## src/rtl/rw_sched_pkg.sv

```systemverilog
`timescale 1ns/1ps
package rw_sched_pkg;
  typedef enum logic [1:0] {
    ST_READ  = 2'd0,
    ST_RD2WR = 2'd1,
    ST_WRITE = 2'd2,
    ST_WR2RD = 2'd3
  } bus_state_e;
endpackage

```

## src/rtl/rw_sched_timer.sv

```systemverilog
`timescale 1ns/1ps
module rw_sched_timer #(
  parameter int CW = 32,
  parameter int TW = 6
) (
  input  logic          clk_i,
  input  logic          rst_ni,
  input  logic [TW-1:0] t_rp_i,
  input  logic [TW-1:0] t_rcd_i,
  input  logic [TW-1:0] t_cl_i,
  input  logic [TW-1:0] t_burst_i,
  input  logic          burst_i,
  input  logic [TW:0]   bubble_i,
  output logic          started_o,
  output logic          due_o,
  output logic [CW-1:0] busy_until_o,
  output logic [CW-1:0] next_req_o
);
  logic [CW-1:0] now_q, bbu_q, bbu_d;
  logic [CW-1:0] prep, raw_next, bus_free;
  logic          started_q;

  assign prep     = CW'(t_rp_i) + CW'(t_rcd_i) + CW'(t_cl_i);
  assign raw_next = bbu_q - prep;
  assign due_o    = started_q && (now_q >= raw_next);
  assign bus_free = (now_q > bbu_q) ? now_q : bbu_q;

  always_comb begin
    bbu_d = bbu_q;
    if (burst_i) bbu_d = bus_free + CW'(t_burst_i);
    bbu_d = bbu_d + CW'(bubble_i);
  end

  always_ff @(posedge clk_i or negedge rst_ni) begin
    if (!rst_ni) begin
      now_q     <= '0;
      bbu_q     <= '0;
      started_q <= 1'b0;
    end else begin
      now_q <= now_q + CW'(1);
      if (!started_q) begin
        // push busy-until ahead so the preparation subtraction stays positive
        bbu_q     <= now_q + prep;
        started_q <= 1'b1;
      end else begin
        bbu_q <= bbu_d;
      end
    end
  end

  assign started_o    = started_q;
  assign busy_until_o = bbu_q;
  assign next_req_o   = due_o ? now_q : raw_next;

  p_busy_monotone_r9: assert property (@(posedge clk_i) disable iff (!rst_ni)
    started_q |=> (bbu_q >= $past(bbu_q)));
  p_burst_spacing_r9: assert property (@(posedge clk_i) disable iff (!rst_ni)
    (started_q && burst_i) |=> (bbu_q >= $past(bbu_q) + CW'($past(t_burst_i))));
endmodule

```

## src/rtl/rw_sched_switch_cond.sv

```systemverilog
`timescale 1ns/1ps
module rw_sched_switch_cond #(
  parameter int QW   = 6,
  parameter int CNTW = 8
) (
  input  logic [QW-1:0]   rd_count_i,
  input  logic [QW-1:0]   wr_count_i,
  input  logic            drain_i,
  input  logic [QW-1:0]   wr_low_i,
  input  logic [QW-1:0]   wr_high_i,
  input  logic [QW-1:0]   min_wr_i,
  input  logic [CNTW-1:0] wr_done_i,
  output logic            rd_idle_sw_o,
  output logic            rd_high_sw_o,
  output logic            wr_exit_o
);
  localparam int XW = ((CNTW > QW) ? CNTW : QW) + 1;

  logic [QW-1:0] wr_left;
  logic [QW:0]   left_plus_min;
  logic          left_empty, below_low, enough_writes;

  assign rd_idle_sw_o = (wr_count_i != '0) && ((wr_count_i > wr_low_i) || drain_i);
  assign rd_high_sw_o = wr_count_i > wr_high_i;

  assign wr_left       = wr_count_i - QW'(1);
  assign left_plus_min = {1'b0, wr_left} + {1'b0, min_wr_i};
  assign left_empty    = wr_left == '0;
  assign below_low     = (left_plus_min < {1'b0, wr_low_i}) && !drain_i;
  assign enough_writes = (rd_count_i != '0) && (XW'(wr_done_i) >= XW'(min_wr_i));
  assign wr_exit_o     = left_empty || below_low || enough_writes;
endmodule

```

## src/rtl/rw_sched_fsm.sv

```systemverilog
`timescale 1ns/1ps
module rw_sched_fsm
  import rw_sched_pkg::*;
#(
  parameter int QW   = 6,
  parameter int TW   = 6,
  parameter int CNTW = 8
) (
  input  logic            clk_i,
  input  logic            rst_ni,
  input  logic            started_i,
  input  logic            due_i,
  input  logic [QW-1:0]   rd_count_i,
  input  logic [QW-1:0]   wr_count_i,
  input  logic            drain_i,
  input  logic            burst_ack_i,
  input  logic            rd_idle_sw_i,
  input  logic            rd_high_sw_i,
  input  logic            wr_exit_i,
  input  logic [TW-1:0]   t_rtw_i,
  input  logic [TW-1:0]   t_wtr_i,
  input  logic [TW-1:0]   t_cl_i,
  output bus_state_e      state_o,
  output logic [CNTW-1:0] cnt_inc_o,
  output logic            rd_grant_o,
  output logic            wr_grant_o,
  output logic            burst_o,
  output logic [TW:0]     bubble_o,
  output logic            drain_done_o
);
  bus_state_e    state_q, state_d;
  logic [CNTW-1:0] cnt_q, cnt_d;
  logic          act;
  logic [TW:0]   rtw_gap, wtr_gap;

  assign act       = started_i && due_i;
  assign cnt_inc_o = (cnt_q == '1) ? cnt_q : cnt_q + CNTW'(1);
  assign rtw_gap   = {1'b0, t_rtw_i};
  assign wtr_gap   = {1'b0, t_wtr_i} + {1'b0, t_cl_i};

  always_comb begin
    state_d      = state_q;
    cnt_d        = cnt_q;
    rd_grant_o   = 1'b0;
    wr_grant_o   = 1'b0;
    burst_o      = 1'b0;
    bubble_o     = '0;
    drain_done_o = 1'b0;
    unique case (state_q)
      ST_READ: begin
        if (rd_count_i != '0) begin
          rd_grant_o = act;
          if (act && burst_ack_i) begin
            burst_o = 1'b1;
            cnt_d   = cnt_inc_o;
            if (rd_high_sw_i) begin
              state_d  = ST_RD2WR;
              bubble_o = rtw_gap;
            end
          end
        end else if (rd_idle_sw_i) begin
          if (act) begin
            state_d  = ST_RD2WR;
            bubble_o = rtw_gap;
          end
        end else begin
          drain_done_o = started_i && drain_i && (wr_count_i == '0);
        end
      end
      ST_RD2WR: begin
        if (act) begin
          state_d = ST_WRITE;
          cnt_d   = '0;
        end
      end
      ST_WRITE: begin
        if (wr_count_i != '0) begin
          wr_grant_o = act;
          if (act && burst_ack_i) begin
            burst_o = 1'b1;
            cnt_d   = cnt_inc_o;
            if (wr_exit_i) begin
              state_d  = ST_WR2RD;
              bubble_o = wtr_gap;
            end
          end
        end else if (act) begin
          state_d  = ST_WR2RD;
          bubble_o = wtr_gap;
        end
      end
      ST_WR2RD: begin
        if (act) begin
          state_d = ST_READ;
          cnt_d   = '0;
        end
      end
      default: state_d = ST_READ;
    endcase
  end

  always_ff @(posedge clk_i or negedge rst_ni) begin
    if (!rst_ni) begin
      state_q <= ST_READ;
      cnt_q   <= '0;
    end else begin
      state_q <= state_d;
      cnt_q   <= cnt_d;
    end
  end

  assign state_o = state_q;

  p_one_grant_r12: assert property (@(posedge clk_i) disable iff (!rst_ni)
    !(rd_grant_o && wr_grant_o));
  p_rd2wr_exit_r8: assert property (@(posedge clk_i) disable iff (!rst_ni)
    (state_q == ST_RD2WR) |=> (state_q inside {ST_RD2WR, ST_WRITE}));
  p_wr2rd_exit_r8: assert property (@(posedge clk_i) disable iff (!rst_ni)
    (state_q == ST_WR2RD) |=> (state_q inside {ST_WR2RD, ST_READ}));
  p_drain_done_r11: assert property (@(posedge clk_i) disable iff (!rst_ni)
    drain_done_o |-> (state_q == ST_READ && rd_count_i == '0 && wr_count_i == '0));
endmodule

```

## src/rtl/rw_turnaround_sched.sv

```systemverilog
`timescale 1ns/1ps
module rw_turnaround_sched
  import rw_sched_pkg::*;
#(
  parameter int QW   = 6,
  parameter int CW   = 32,
  parameter int TW   = 6,
  parameter int CNTW = 8
) (
  input  logic          clk_i,
  input  logic          rst_ni,
  input  logic [QW-1:0] rd_count_i,
  input  logic [QW-1:0] wr_count_i,
  input  logic          drain_i,
  input  logic          burst_ack_i,
  input  logic [TW-1:0] t_rtw_i,
  input  logic [TW-1:0] t_wtr_i,
  input  logic [TW-1:0] t_cl_i,
  input  logic [TW-1:0] t_rp_i,
  input  logic [TW-1:0] t_rcd_i,
  input  logic [TW-1:0] t_burst_i,
  input  logic [QW-1:0] wr_low_i,
  input  logic [QW-1:0] wr_high_i,
  input  logic [QW-1:0] min_wr_i,
  output logic          rd_grant_o,
  output logic          wr_grant_o,
  output logic [1:0]    state_o,
  output logic          bus_write_o,
  output logic [CW-1:0] busy_until_o,
  output logic [CW-1:0] next_req_o,
  output logic          drain_done_o
);
  bus_state_e      state;
  logic            started, due, burst;
  logic [TW:0]     bubble;
  logic [CNTW-1:0] cnt_inc;
  logic            rd_idle_sw, rd_high_sw, wr_exit;

  rw_sched_timer #(.CW(CW), .TW(TW)) u_timer (
    .clk_i, .rst_ni,
    .t_rp_i, .t_rcd_i, .t_cl_i, .t_burst_i,
    .burst_i(burst), .bubble_i(bubble),
    .started_o(started), .due_o(due),
    .busy_until_o, .next_req_o
  );

  rw_sched_switch_cond #(.QW(QW), .CNTW(CNTW)) u_cond (
    .rd_count_i, .wr_count_i, .drain_i,
    .wr_low_i, .wr_high_i, .min_wr_i,
    .wr_done_i(cnt_inc),
    .rd_idle_sw_o(rd_idle_sw), .rd_high_sw_o(rd_high_sw), .wr_exit_o(wr_exit)
  );

  rw_sched_fsm #(.QW(QW), .TW(TW), .CNTW(CNTW)) u_fsm (
    .clk_i, .rst_ni,
    .started_i(started), .due_i(due),
    .rd_count_i, .wr_count_i, .drain_i, .burst_ack_i,
    .rd_idle_sw_i(rd_idle_sw), .rd_high_sw_i(rd_high_sw), .wr_exit_i(wr_exit),
    .t_rtw_i, .t_wtr_i, .t_cl_i,
    .state_o(state), .cnt_inc_o(cnt_inc),
    .rd_grant_o, .wr_grant_o,
    .burst_o(burst), .bubble_o(bubble),
    .drain_done_o
  );

  assign state_o     = state;
  assign bus_write_o = state == ST_WRITE;

  p_rtw_bubble_r3: assert property (@(posedge clk_i) disable iff (!rst_ni)
    (state == ST_RD2WR && $past(state) == ST_READ) |->
      (busy_until_o >= $past(busy_until_o) + CW'($past(t_rtw_i))));
  p_wtr_bubble_r6: assert property (@(posedge clk_i) disable iff (!rst_ni)
    (state == ST_WR2RD && $past(state) == ST_WRITE) |->
      (busy_until_o >= $past(busy_until_o) + CW'($past(t_wtr_i)) + CW'($past(t_cl_i))));
  p_grant_in_dir_r12: assert property (@(posedge clk_i) disable iff (!rst_ni)
    (rd_grant_o |-> state == ST_READ) and (wr_grant_o |-> state == ST_WRITE));
endmodule

```

## config.mk

```make
export PLATFORM = sky130hd
export DESIGN_NAME = rw_turnaround_sched
export DESIGN_NICKNAME = d
export VERILOG_FILES = /design/src/rtl/rw_sched_pkg.sv /design/src/rtl/rw_sched_timer.sv /design/src/rtl/rw_sched_switch_cond.sv /design/src/rtl/rw_sched_fsm.sv /design/src/rtl/rw_turnaround_sched.sv
export SDC_FILE = /design/constraint.sdc
export NUM_CORES = 1
export LEC_CHECK = 0
export ABC_CLOCK_PERIOD_IN_PS = 14300
export BUFFER_PORTS_ARGS = -buffer_cell sky130_fd_sc_hd__buf_4
export CORE_MARGIN = 4
export CORE_UTILIZATION = 40
export DETAILED_ROUTE_END_ITERATION = 6
export RECOVER_POWER = 50
export SYNTH_ARGS = -nofsm -noshare
export SYNTH_HDL_FRONTEND = slang
export SYNTH_SLANG_ARGS = --single-unit
```

## constraint.sdc

```tcl
create_clock -name clk_i -period 14.3 [get_ports clk_i]
set_clock_uncertainty 0.15 [all_clocks]
set_input_delay 0.715 -clock clk_i [delete_from_list [all_inputs] [get_ports clk_i]]
set_output_delay 0.715 -clock clk_i [all_outputs]
set_load 0.1 [all_outputs]
```

==> results by group, run 1 <==
Finish
  • Antenna fix cells: 0
  • # fillers: between 2000 and 3000
  • Sequential cell area: 0.00188 mm^2
  • Area grow syn2layout: 13.0%
  • Nets: between 1500 and 2000
  • Util after Layout: 0.457
  • Layout cells sized above 1: 0.114
  • Multi-input logic area: ~0.0083 mm^2

Setup path
  • CP Capture Type: flop
  • Worst EP arrival: about 11 ns
  • Max incr delay on CP: 0.55 ns
  • CP Data Required Time: about 14 ns
  • CP max FO: a little under 70
  • Setup crit start: t_rp_i[0]
  • CP max stage cell: fa_1
  • Worst-case reg-to-reg path depth: 37
  • CP Class: in2reg
  • CP Launch Type: primary input
  • Reg-to-Reg Start: u_timer.busy_until_o[0]$_DFF_PN0_

Clock tree
  • Root buf cell: clkbuf_16
  • TritonCTS clock tree: done
  • Worst-path clk slew: 0.07 ns
  • H-tree depth: 3
  • Post-CTS resize count: 0
  • Setup Fix Bufs, Post-CTS: 0
  • Num CTS Buffers: 9
  • Hold buffer count at CTS: 0
  • Clock latency on the worst-skew pair: between 0.3 and 0.4 ns
  • Clock buffer depth: 2
  • Clk sinks: 75

Global routing
  • Gr ovfl total: 0
  • Total track usage: 0.226
  • Initial antenna violation count: 0
  • First-pass GRT wire length: 55200 um
  • Pin count of the biggest net entering global routing: between 60 and 70
  • Vias in the first global route: 10200

Logic synthesis
  • Main synth FF type: dfrtp_1
  • Mapped Nets: 1655
  • Synth area leaders: dfrtp_1 (17%), ha_1 (17%), xnor2_1 (8.2%)
  • Synth Instances: 1429
  • Seq/Total Area, Yosys: 0.173
  • Yosys warnings: 0
  • EDFF count, synth: 0
  • Mapped cell area: approximately 0.011 mm^2
  • Fraction of registers with async set/reset: 1.00
  • Avg Inst Size Synth: 7.60 um^2
  • Post-synth top area share: 0.173
  • Synth area leader: dfrtp_1
  • Netlist cell types: 80
  • #FFs+latches synth: 75

STA
  • Tmin final: 10.43 ns
  • Worst-case hold slack: ~0.4 ns
  • Worst slew margin: -0.638
  • Max-slew violations: 78
  • Unrepaired setup endpoints after global routing: no
  • Final setup vio count: 0
  • TNS Setup: 0 ns
  • Worst-Margin Slew: between 2 and 2.5 ns
  • Fin crit share: 0.730
  • Fmax: 95.8 MHz
  • Endpoints failing hold: 0
  • Setup ws final: between 3 and 4 ns

Pwr
  • P_leak: 0.00559 uW
  • Total power: 1600 uW
  • PD cells: 130 mW/mm^2
  • IR drop worst, VDD: 0.000175 V

Routing
  • Post-route DRC: 0
  • DR WL/cell: between 15 and 20 um
  • TritonRoute pass-1 iters: 5
  • DR iter-0 viols: 821
  • Via density: approximately 5.6
  • Total routed wirelength: between 30000 and 40000 um
  • Vias: between 10000 and 15000
  • Post-DRT Antenna Nets: 0

Placed design
  • Hpwl dp: between 20000 and 30000 um
  • Post-placement worst setup slack: between 3 and 4 ns
  • GPL Wtd Cong: ~0.91
  • I/O Buffers: about 140

Outcome
  • Status: finished with violations
  • Violated checks: max-capacitance violations, max-slew violations

Die
  • Core Region: approximately 0.027 mm^2
  • Starting density of the core: 0.404
  • Die ar.: approximately 0.03 mm^2
  • Cell Rows: 60
  • Die height: 173 um
  • # IOs: 140
  • Die Wd: between 150 and 200 um

Run
  • Max cap viols: 2

Hold path
  • Hold crit path type: reg2reg
  • Hold path cells: 2
  • Min-delay src: u_fsm.cnt_q[5]$_DFFE_PN0P_
## cell type report
class / count / area share
Inverter: 108 / 0.0330
Timing Repair Buffer: 147 / 0.0828
Sequential cell: 75 / 0.153
Tap cell: 341 / 0.0347
Clock inverter: 7 / 0.00418
Clock buffer: 9 / 0.0183
Multi-Input combinational cell: 1178 / 0.674
## cells by family (layout without fill, tap and decap cells)
family                     after synthesis  count (layout)  share of synthesized area
DFF                                     75              75                      0.173
xor gates and xnor gates               154             154                      0.124
and+or+nand+nor                        499             499                      0.234
adders and majority gates              156             156                      0.185
other                                    1               1                   0.000345
muxes                                   13              13                     0.0126
AOI/OAI and AO/OA                      355             355                      0.205
buffers and inverters                  176             271                     0.0659
## per-layer routing
layer,global-route usage,up-vias,wire [um]
met5,0,-,0
met4,0.0486,0,484
met3,0.0304,29,2220
met2,0.343,351,14800
met1,0.343,4830,16800
li1,-,5248,-
## sequential cells by signal, summed over array words and instances (netlist names)
register              count
u_fsm.cnt_q               8
u_timer.busy_until_o     32
u_timer.started_o         1
u_timer.now_q            32
u_fsm.state_o             2
## synthesized netlist by cell type, drive strengths merged (3+ instances only)
cell type / n
inv: 108
mux2i: 8
o221ai: 7
a21o: 24
o21a: 16
a22o: 8
o31a: 3
dfrtp: 75
o21bai: 11
ha: 148
o31ai: 5
and3: 21
a311oi: 3
or4: 6
nand4: 37
and4: 7
fa: 8
xnor2: 102
o21ai: 103
clkbuf: 53
o22ai: 18
mux2: 5
nor2b: 12
a22oi: 11
a21boi: 4
or3: 10
nor4: 25
o211ai: 5
nand3: 58
a21oi: 105
xor2: 52
or2: 7
nand2: 146
a211oi: 3
nor2: 106
a31oi: 9
and2: 12
buf: 15
nor3: 23
nand2b: 20
## layout by cell type, fill, tap and decap left out, drive strengths merged, types with 6 or more instances in the layout
cell type,Yosys,layout
nor4,25,25
nand4,37,37
mux2i,8,8
nor2,106,106
clkbuf,53,32
a22o,8,8
nand2b,20,20
or2,7,7
nor3,23,23
nand3,58,58
o21a,16,16
dfrtp,75,75
buf,15,124
nand2,146,146
ha,148,148
o22ai,18,18
o21bai,11,11
and4,7,7
a31oi,9,9
xor2,52,52
or3,10,10
inv,108,110
o21ai,103,103
nor2b,12,12
a22oi,11,11
fa,8,8
a21o,24,24
and2,12,12
xnor2,102,102
o221ai,7,7
or4,6,6
a21oi,105,105
and3,21,21
## per-stage QoR
step	cell area (um^2)	std cells
6_report	12300	1865
5_1_grt	12300	1865
4_1_cts	12400	1865
3_5_place_dp	12100	1849
3_3_place_gp	12100	1849
2_1_floorplan	10900	1429
## power by group
part | total, uW | internal (uW) | switching [uW]
Clock | 225 | 119 | 107
Sequential | 260 | 228 | 31.7
Combinational | 1110 | 299 | 815
## path summary, 6_finish.rpt
path                                                 endpoint  slack [ns]
max in group asynchronous         u_timer.now_q[10]$_DFF_PN0_        9.94
max reg2reg                u_timer.busy_until_o[26]$_DFF_PN0_        5.36
max                        u_timer.busy_until_o[26]$_DFF_PN0_        3.87
min reg2reg                        u_fsm.cnt_q[5]$_DFFE_PN0P_        0.39
min in group asynchronous          u_timer.now_q[3]$_DFF_PN0_        0.98
min                                u_fsm.cnt_q[5]$_DFFE_PN0P_        0.39
## critical path, delay by kind of cell
family                     cells  cell delay [ns]
AOI/OAI and AO/OA             13             2.30
buffers and inverters          6             0.84
and+or+nand+nor               14             4.02
adders and majority gates      7             2.34
xor gates and xnor gates       2             0.36
(Power assumes the default switching activity.)
==> run 2: changes to the inputs <==
- ABC_CLOCK_PERIOD_IN_PS: 14300 -> 8500
- clock period: 14.3 -> 8.5 ns (I/O delays scaled with it)
==> run 2 against run 1 <==
The flow still finishes with violations (max-capacitance violations, max-slew violations). Critical endpoint is now u_timer.busy_until_o[30]$_DFF_PN0_. Largest power group unchanged. Sequential power grew 70%. Non-clock buffer count grew 79. Worst setup slack worse by 3.5 ns. First-iteration DRC count decreased by 12%.
==> results by group, run 2 (synthesis gave the netlist of run 1 again) <==
Hold path
  • Hold endpoint: u_fsm.cnt_q[5]$_DFFE_PN0P_
  • Hold path cells: 2 (unchanged)
  • Min-delay src: u_fsm.cnt_q[5]$_DFFE_PN0P_
  • Hold crit path type: reg2reg

STA
  • Setup ws final: 0.405 ns (-3.46 ns)
  • Fin crit share: 0.952
  • TNS Setup: 0 ns (unchanged)
  • Fmax: around 120 MHz
  • Endpoints failing hold: 0 (unchanged)
  • Worst-Margin Slew: 3.57 ns (+1.11 ns)
  • Final setup vio count: 0 (unchanged)
  • Tmin final: roughly 8 ns
  • Worst-case hold slack: 0.377 ns (-0.0131 ns)
  • Max-slew violations: 59 (-24%)
  • Worst slew margin: -1.38 (-0.739)

Setup path
  • CP Capture Type: flop
  • Max incr delay on CP: 0.55 ns (about the same)
  • Worst r2r dst: u_timer.busy_until_o[29]$_DFF_PN0_
  • CP Data Required Time: 8.63 ns (-5.80 ns)
  • CP max FO: 7 (-90%)
  • Reg2Reg Setup Slack: 1.26 ns (-4.10 ns)
  • CP max stage cell: fa_2
  • Worst-case reg-to-reg path depth: 24 (-35%)
  • CP Launch Type: primary input
  • Reg-to-Reg Start: u_timer.busy_until_o[23]$_DFF_PN0_
  • Worst EP arrival: 8.22 ns (-2.34 ns)
  • CP Class: in2reg

Placed design
  • I/O Buffers: 139 (unchanged)
  • Cells after DPL: 1923 (+4.0%)
  • Post-placement worst setup slack: -0.535 ns (-3.89 ns)
  • Hpwl dp: 28700 um (+3.3%)
  • GPL Wtd Cong: 0.920 (+0.88%)

Clock tree
  • Num CTS Buffers: 9 (unchanged)
  • Clk sinks: 75 (unchanged)
  • H-tree depth: 3 (unchanged)
  • Clock buffer depth: 2 (unchanged)
  • TritonCTS clock tree: done
  • Clock latency on the worst-skew pair: 0.36 ns (about the same)
  • Root buf cell: clkbuf_16
  • Worst-path clk slew: 0.07 ns (about the same)

Global routing
  • Gr ovfl total: 0 (unchanged)
  • First-pass GRT wire length: 56000 um (+1.5%)
  • Initial antenna violation count: 0 (unchanged)
  • Total track usage: 0.230 (+0.00340)
  • Pin count of the biggest net entering global routing: 65 (-5.8%)
  • Vias in the first global route: 10400 (+2.4%)

Pwr
  • PD cells: 219 mW/mm^2 (+68%)
  • P_leak: 0.00596 uW (+6.7%)
  • IR drop worst, VDD: 0.000343 V (+97%)

Routing
  • Post-route DRC: 0 (unchanged)
  • Total routed wirelength: 35400 um (+3.6%)
  • Via density: 5.59 (-0.22%)
  • Vias: 10900 (+3.9%)
  • Post-DRT Antenna Nets: 0 (unchanged)
  • DR WL/cell: 18.2 um (-0.56%)
  • DR iter-0 viols: 726 (-12%)
  • TritonRoute pass-1 iters: 5 (unchanged)

Die
  • Core Region: 0.0269 mm^2 (unchanged)
  • Die Wd: 173 um (unchanged)
  • Starting density of the core: 0.404 (unchanged)
  • Die height: 173 um (unchanged)
  • Cell Rows: 60 (unchanged)
  • # IOs: 140 (unchanged)
  • Die ar.: 0.0299 mm^2 (unchanged)

Finish
  • Final cell count without fillers: 1943 (+4.2%)
  • Sequential cell area: 0.00188 mm^2 (unchanged)
  • Area grow syn2layout: 19.9%
  • Nets: 1824 (+4.5%)
  • Layout cells sized above 1: 0.170 (+0.0562)
  • Util after Layout: 0.485 (+0.0279)
  • Antenna fix cells: 0 (unchanged)
  • Multi-input logic area: 0.00845 mm^2 (+2.1%)
  • Commonest cells after routing, fill and taps aside: buf_4 (188), nand2_1 (145), ha_1 (144), inv_1 (105), nor2_1 (103)
  • Commonest non-fill, non-tap cell in the layout: buf_4
  • # fillers: 2723 (+0.037%)

Run
  • Max cap viols: 1 (-1)

Outcome
  • Status: finished with violations
  • Violated checks: max-capacitance violations, max-slew violations
[run 2: changes by cell type in the layout (fill, tap and decap cells not counted), moves of 4 or more]
cell	change
a21oi_1	-6
a21oi_2	+6
buf_4	+64
clkbuf_1	+13
ha_1	-4
nor4_1	-4
o21ai_0	-6
[run 2: cell type report]
type | instances | area share
multi-input cells | 1178 | 0.649
flip-flops and latches | 75 | 0.144
repair buffers | 226 | 0.121
well taps | 341 | 0.0327
inverters | 108 | 0.0311
clock buffers | 11 | 0.0186
clock inverters | 4 | 0.00394
[run 2: worst max path at each step]
stage	from	end	slack (ns)
after floorplan	t_rp_i[0]	u_timer.busy_until_o[26]$_DFF_PN0_	0.1
after global routing	t_rp_i[0]	u_timer.busy_until_o[22]$_DFF_PN0_	-0.06
after CTS	t_rp_i[0]	u_timer.busy_until_o[22]$_DFF_PN0_	0.03
final	t_rp_i[0]	u_timer.busy_until_o[30]$_DFF_PN0_	0.41
after global placement	t_rp_i[0]	u_timer.busy_until_o[22]$_DFF_PN0_	-0.41
after detailed placement	t_rp_i[0]	u_timer.busy_until_o[22]$_DFF_PN0_	-0.54
[run 2: power breakdown]
part           internal, uW  switching [uW]  total [uW]
Clock                   234             172         406
Combinational           597            1410        2010
Sequential              383            57.1         441
Total                  1220            1640        2850
[run 2: repair_timing]
item | CTS | global route
pin swaps | 1 | 27
hold buffers | 1 | 0
endpoints found under the setup margin | 9 | 24
gates resized for setup | 6 | 42
endpoints found under the hold margin | 17 | 0
setup buffers | 0 | 4
[run 2: per-stage QoR]
step / instance area [um^2] / power, uW
2_1_floorplan: 10900 / 1880
3_3_place_gp: 12600 / 2400
3_5_place_dp: 12600 / 2420
4_1_cts: 13000 / 2840
5_1_grt: 13000 / 3020
6_report: 13000 / 2850
[run 2: critical path: cells and delay by family]
| kind | cells | cell delay [ns] |
|---|---|---|
| AO/OA/AOI/OAI | 14 | 1.71 |
| buffers and inverters | 12 | 1.29 |
| adder cells (fa/ha/maj) | 7 | 2.13 |
| XOR/XNOR | 2 | 0.32 |
| AND/OR/NAND/NOR | 13 | 2.30 |
[run 2: metal layers]
metal  part of all wire  GRT usage  routed length, um
met1               0.49      0.340              17200
met2               0.44      0.355              15400
met3              0.063     0.0374               2240
met4              0.016     0.0482                581
met5                  0          0                  0
==> run 3: changes to the inputs <==
- ABC_CLOCK_PERIOD_IN_PS: 8500 -> not set
- HOLD_SLACK_MARGIN: not set -> 0.06
- RECOVER_POWER: 50 -> 25
==> run 3 against run 2 <==
The flow now finishes without violations. Wire length up 0.18%. Clock power about the same. Sequential share of layout area about the same. First-iteration DRC count down 2.1%. Utilization up 0.11 points. Fmax about the same. Cell area up 0.23%. Global-route usage unchanged. Worst hold slack about the same. Register-to-register slack about the same. Worst setup slack better by 0.0063 ns. Largest cell class unchanged.
==> results by group, run 3 (synthesis gave the netlist of run 1 again) <==
Outcome
  • Status: completed

Routing
  • TritonRoute pass-1 iters: 5 (unchanged)
  • DR WL/cell: 18.3 um (+0.18%)
  • Post-route DRC: 0 (unchanged)
  • Via density: 5.60 (about the same)
  • Total routed wirelength: 35500 um (+0.18%)
  • DR iter-0 viols: 711 (-2.1%)
  • Vias: 10900 (+0.055%)
  • Post-DRT Antenna Nets: 0 (unchanged)

Global routing
  • Vias in the first global route: 10400 (unchanged)
  • Gr ovfl total: 0 (unchanged)
  • Total track usage: 0.230 (unchanged)
  • Pin count of the biggest net entering global routing: 65 (unchanged)
  • First-pass GRT wire length: 56000 um (unchanged)
  • Initial antenna violation count: 0 (unchanged)

Die
  • # IOs: 140 (unchanged)
  • Die ar.: 0.0299 mm^2 (unchanged)
  • Cell Rows: 60 (unchanged)
  • Die Wd: 173 um (unchanged)
  • Die height: 173 um (unchanged)
  • Core Region: 0.0269 mm^2 (unchanged)
  • Starting density of the core: 0.404 (unchanged)

Setup path
  • CP Launch Type: primary input
  • Worst EP arrival: 8.22 ns (about the same)
  • CP max FO: 7 (unchanged)
  • CP Class: in2reg
  • Setup crit start: t_rp_i[0]
  • CP Capture Type: flop
  • CP Data Required Time: 8.63 ns (about the same)
  • Reg-to-Reg Start: u_timer.busy_until_o[23]$_DFF_PN0_
  • Max incr delay on CP: 0.55 ns (about the same)
  • CP max stage cell: fa_2

Finish
  • Area grow syn2layout: 20.2%
  • Commonest cells after routing, fill and taps aside: buf_4 (196), nand2_1 (145), ha_1 (144), inv_1 (105), nor2_1 (103)
  • Layout cells sized above 1: 0.175 (+0.00499)
  • Commonest non-fill, non-tap cell in the layout: buf_4
  • Nets: 1824 (unchanged)
  • Antenna fix cells: 0 (unchanged)
  • Post-route cell area: 0.0131 mm^2 (+0.23%)

STA
  • Worst-Margin Slew: 1.25 ns (-2.32 ns)
  • Tmin final: 8.09 ns (-0.00628 ns)
  • Worst-case hold slack: 0.377 ns (+0.00000600 ns)
  • Max-slew violations: 0 (-100%)
  • Worst slew margin: 0.173 (+1.55)
  • Fin crit share: 0.952 (about the same)
  • Setup ws final: 0.412 ns (+0.00628 ns)
  • Final setup vio count: 0 (unchanged)
  • Endpoints failing hold: 0 (unchanged)
  • Fmax: 124 MHz (about the same)

Placed design
  • I/O Buffers: 139 (unchanged)
  • Post-placement worst setup slack: -0.535 ns (unchanged)
  • GPL Wtd Cong: 0.920 (unchanged)
  • Hpwl dp: 28700 um (unchanged)
  • Placed instance area: 0.0126 mm^2 (unchanged)

Clock tree
  • Worst-path clk slew: 0.07 ns (about the same)
  • Clock latency on the worst-skew pair: 0.36 ns (about the same)
  • H-tree depth: 3 (unchanged)
  • Root buf cell: clkbuf_16
  • TritonCTS clock tree: done
  • Clock buffer depth: 2 (unchanged)
  • Clk sinks: 75 (unchanged)
  • Num CTS Buffers: 9 (unchanged)

Pwr
  • IR drop worst, VDD: 0.000343 V (about the same)
  • P_leak: 0.00599 uW (+0.52%)
  • PD cells: 219 mW/mm^2 (-0.18%)

Run
  • Max cap viols: 0 (-1)

Hold path
  • Hold crit path type: reg2reg
  • Min-delay src: u_fsm.cnt_q[5]$_DFFE_PN0P_
## run 3: changes by cell type in the layout (fill, tap and decap cells not counted), sizes merged
cell and delta:
buf +8, clkbuf -8
## run 3: metrics by stage
stage | total power, uW | utilization | setup TNS [ns] | std cells
after floorplan | 1880 | - | 0 | 1429
after global placement | 2400 | 0.471 | -4.37 | 1923
after detailed placement | 2420 | 0.471 | -6.31 | 1923
after CTS | 2840 | 0.483 | 0 | 1939
after global routing | 3020 | 0.486 | -0.250 | 1943
final | 2850 | 0.486 | 0 | 1943
## run 3: per-layer routing
metal / vias to the layer above / routed length, um / track usage
met5: - / 0 / 0
met4: 0 / 586 / 0.0482
met3: 40 / 2190 / 0.0374
met2: 315 / 15500 / 0.355
met1: 5117 / 17200 / 0.340
li1: 5405 / - / -
## run 3: worst max-delay path, delay by kind of cell
| family | cells | cell delay (ns) |
|---|---|---|
| AND/OR/NAND/NOR | 13 | 2.29 |
| adder cells (fa/ha/maj) | 7 | 2.13 |
| AO/OA/AOI/OAI | 14 | 1.71 |
| buffers and inverters | 12 | 1.29 |
| XOR/XNOR | 2 | 0.32 |
## run 3: area by class of cell
| cell class | count | area [um^2] |
|---|---|---|
| fill | 2716 | 13800 |
| multi-input combinational | 1178 | 8450 |
| sequential | 75 | 1880 |
| timing repair buffer | 226 | 1610 |
| tap | 341 | 427 |
| inverter | 108 | 405 |
| clock buffer | 11 | 243 |
| clock inverter | 4 | 51.3 |
## run 3: final timing paths
| path | end | slack (ns) | depth (start not counted) |
|---|---|---|---|
| worst max-delay path | u_timer.busy_until_o[30]$_DFF_PN0_ | 0.41 | 48 |
| max in group asynchronous | u_timer.busy_until_o[22]$_DFF_PN0_ | 6.09 | 3 |
| worst min-delay path | u_fsm.cnt_q[5]$_DFFE_PN0P_ | 0.38 | 2 |
| worst max register to register | u_timer.busy_until_o[29]$_DFF_PN0_ | 1.27 | 24 |
| min in group asynchronous | u_fsm.state_o[0]$_DFFE_PN0P_ | 0.65 | 2 |
| worst min register to register | u_fsm.cnt_q[5]$_DFFE_PN0P_ | 0.38 | 2 |
## run 3: report_power, final
group	internal (uW)	switching [uW]	leakage (uW)
clock	234	171	0.000142
sequential	383	56.9	0.000981
combinational	599	1410	0.00487
## run 3: repair_timing
| action | in CTS | in global routing |
|---|---|---|
| endpoints found under the hold margin | 17 | 0 |
| pin swaps | 1 | 27 |
| hold buffers | 1 | 0 |
| buffers inserted | 0 | 4 |
| setup endpoints to repair | 9 | 24 |
| gates resized for setup | 6 | 42 |
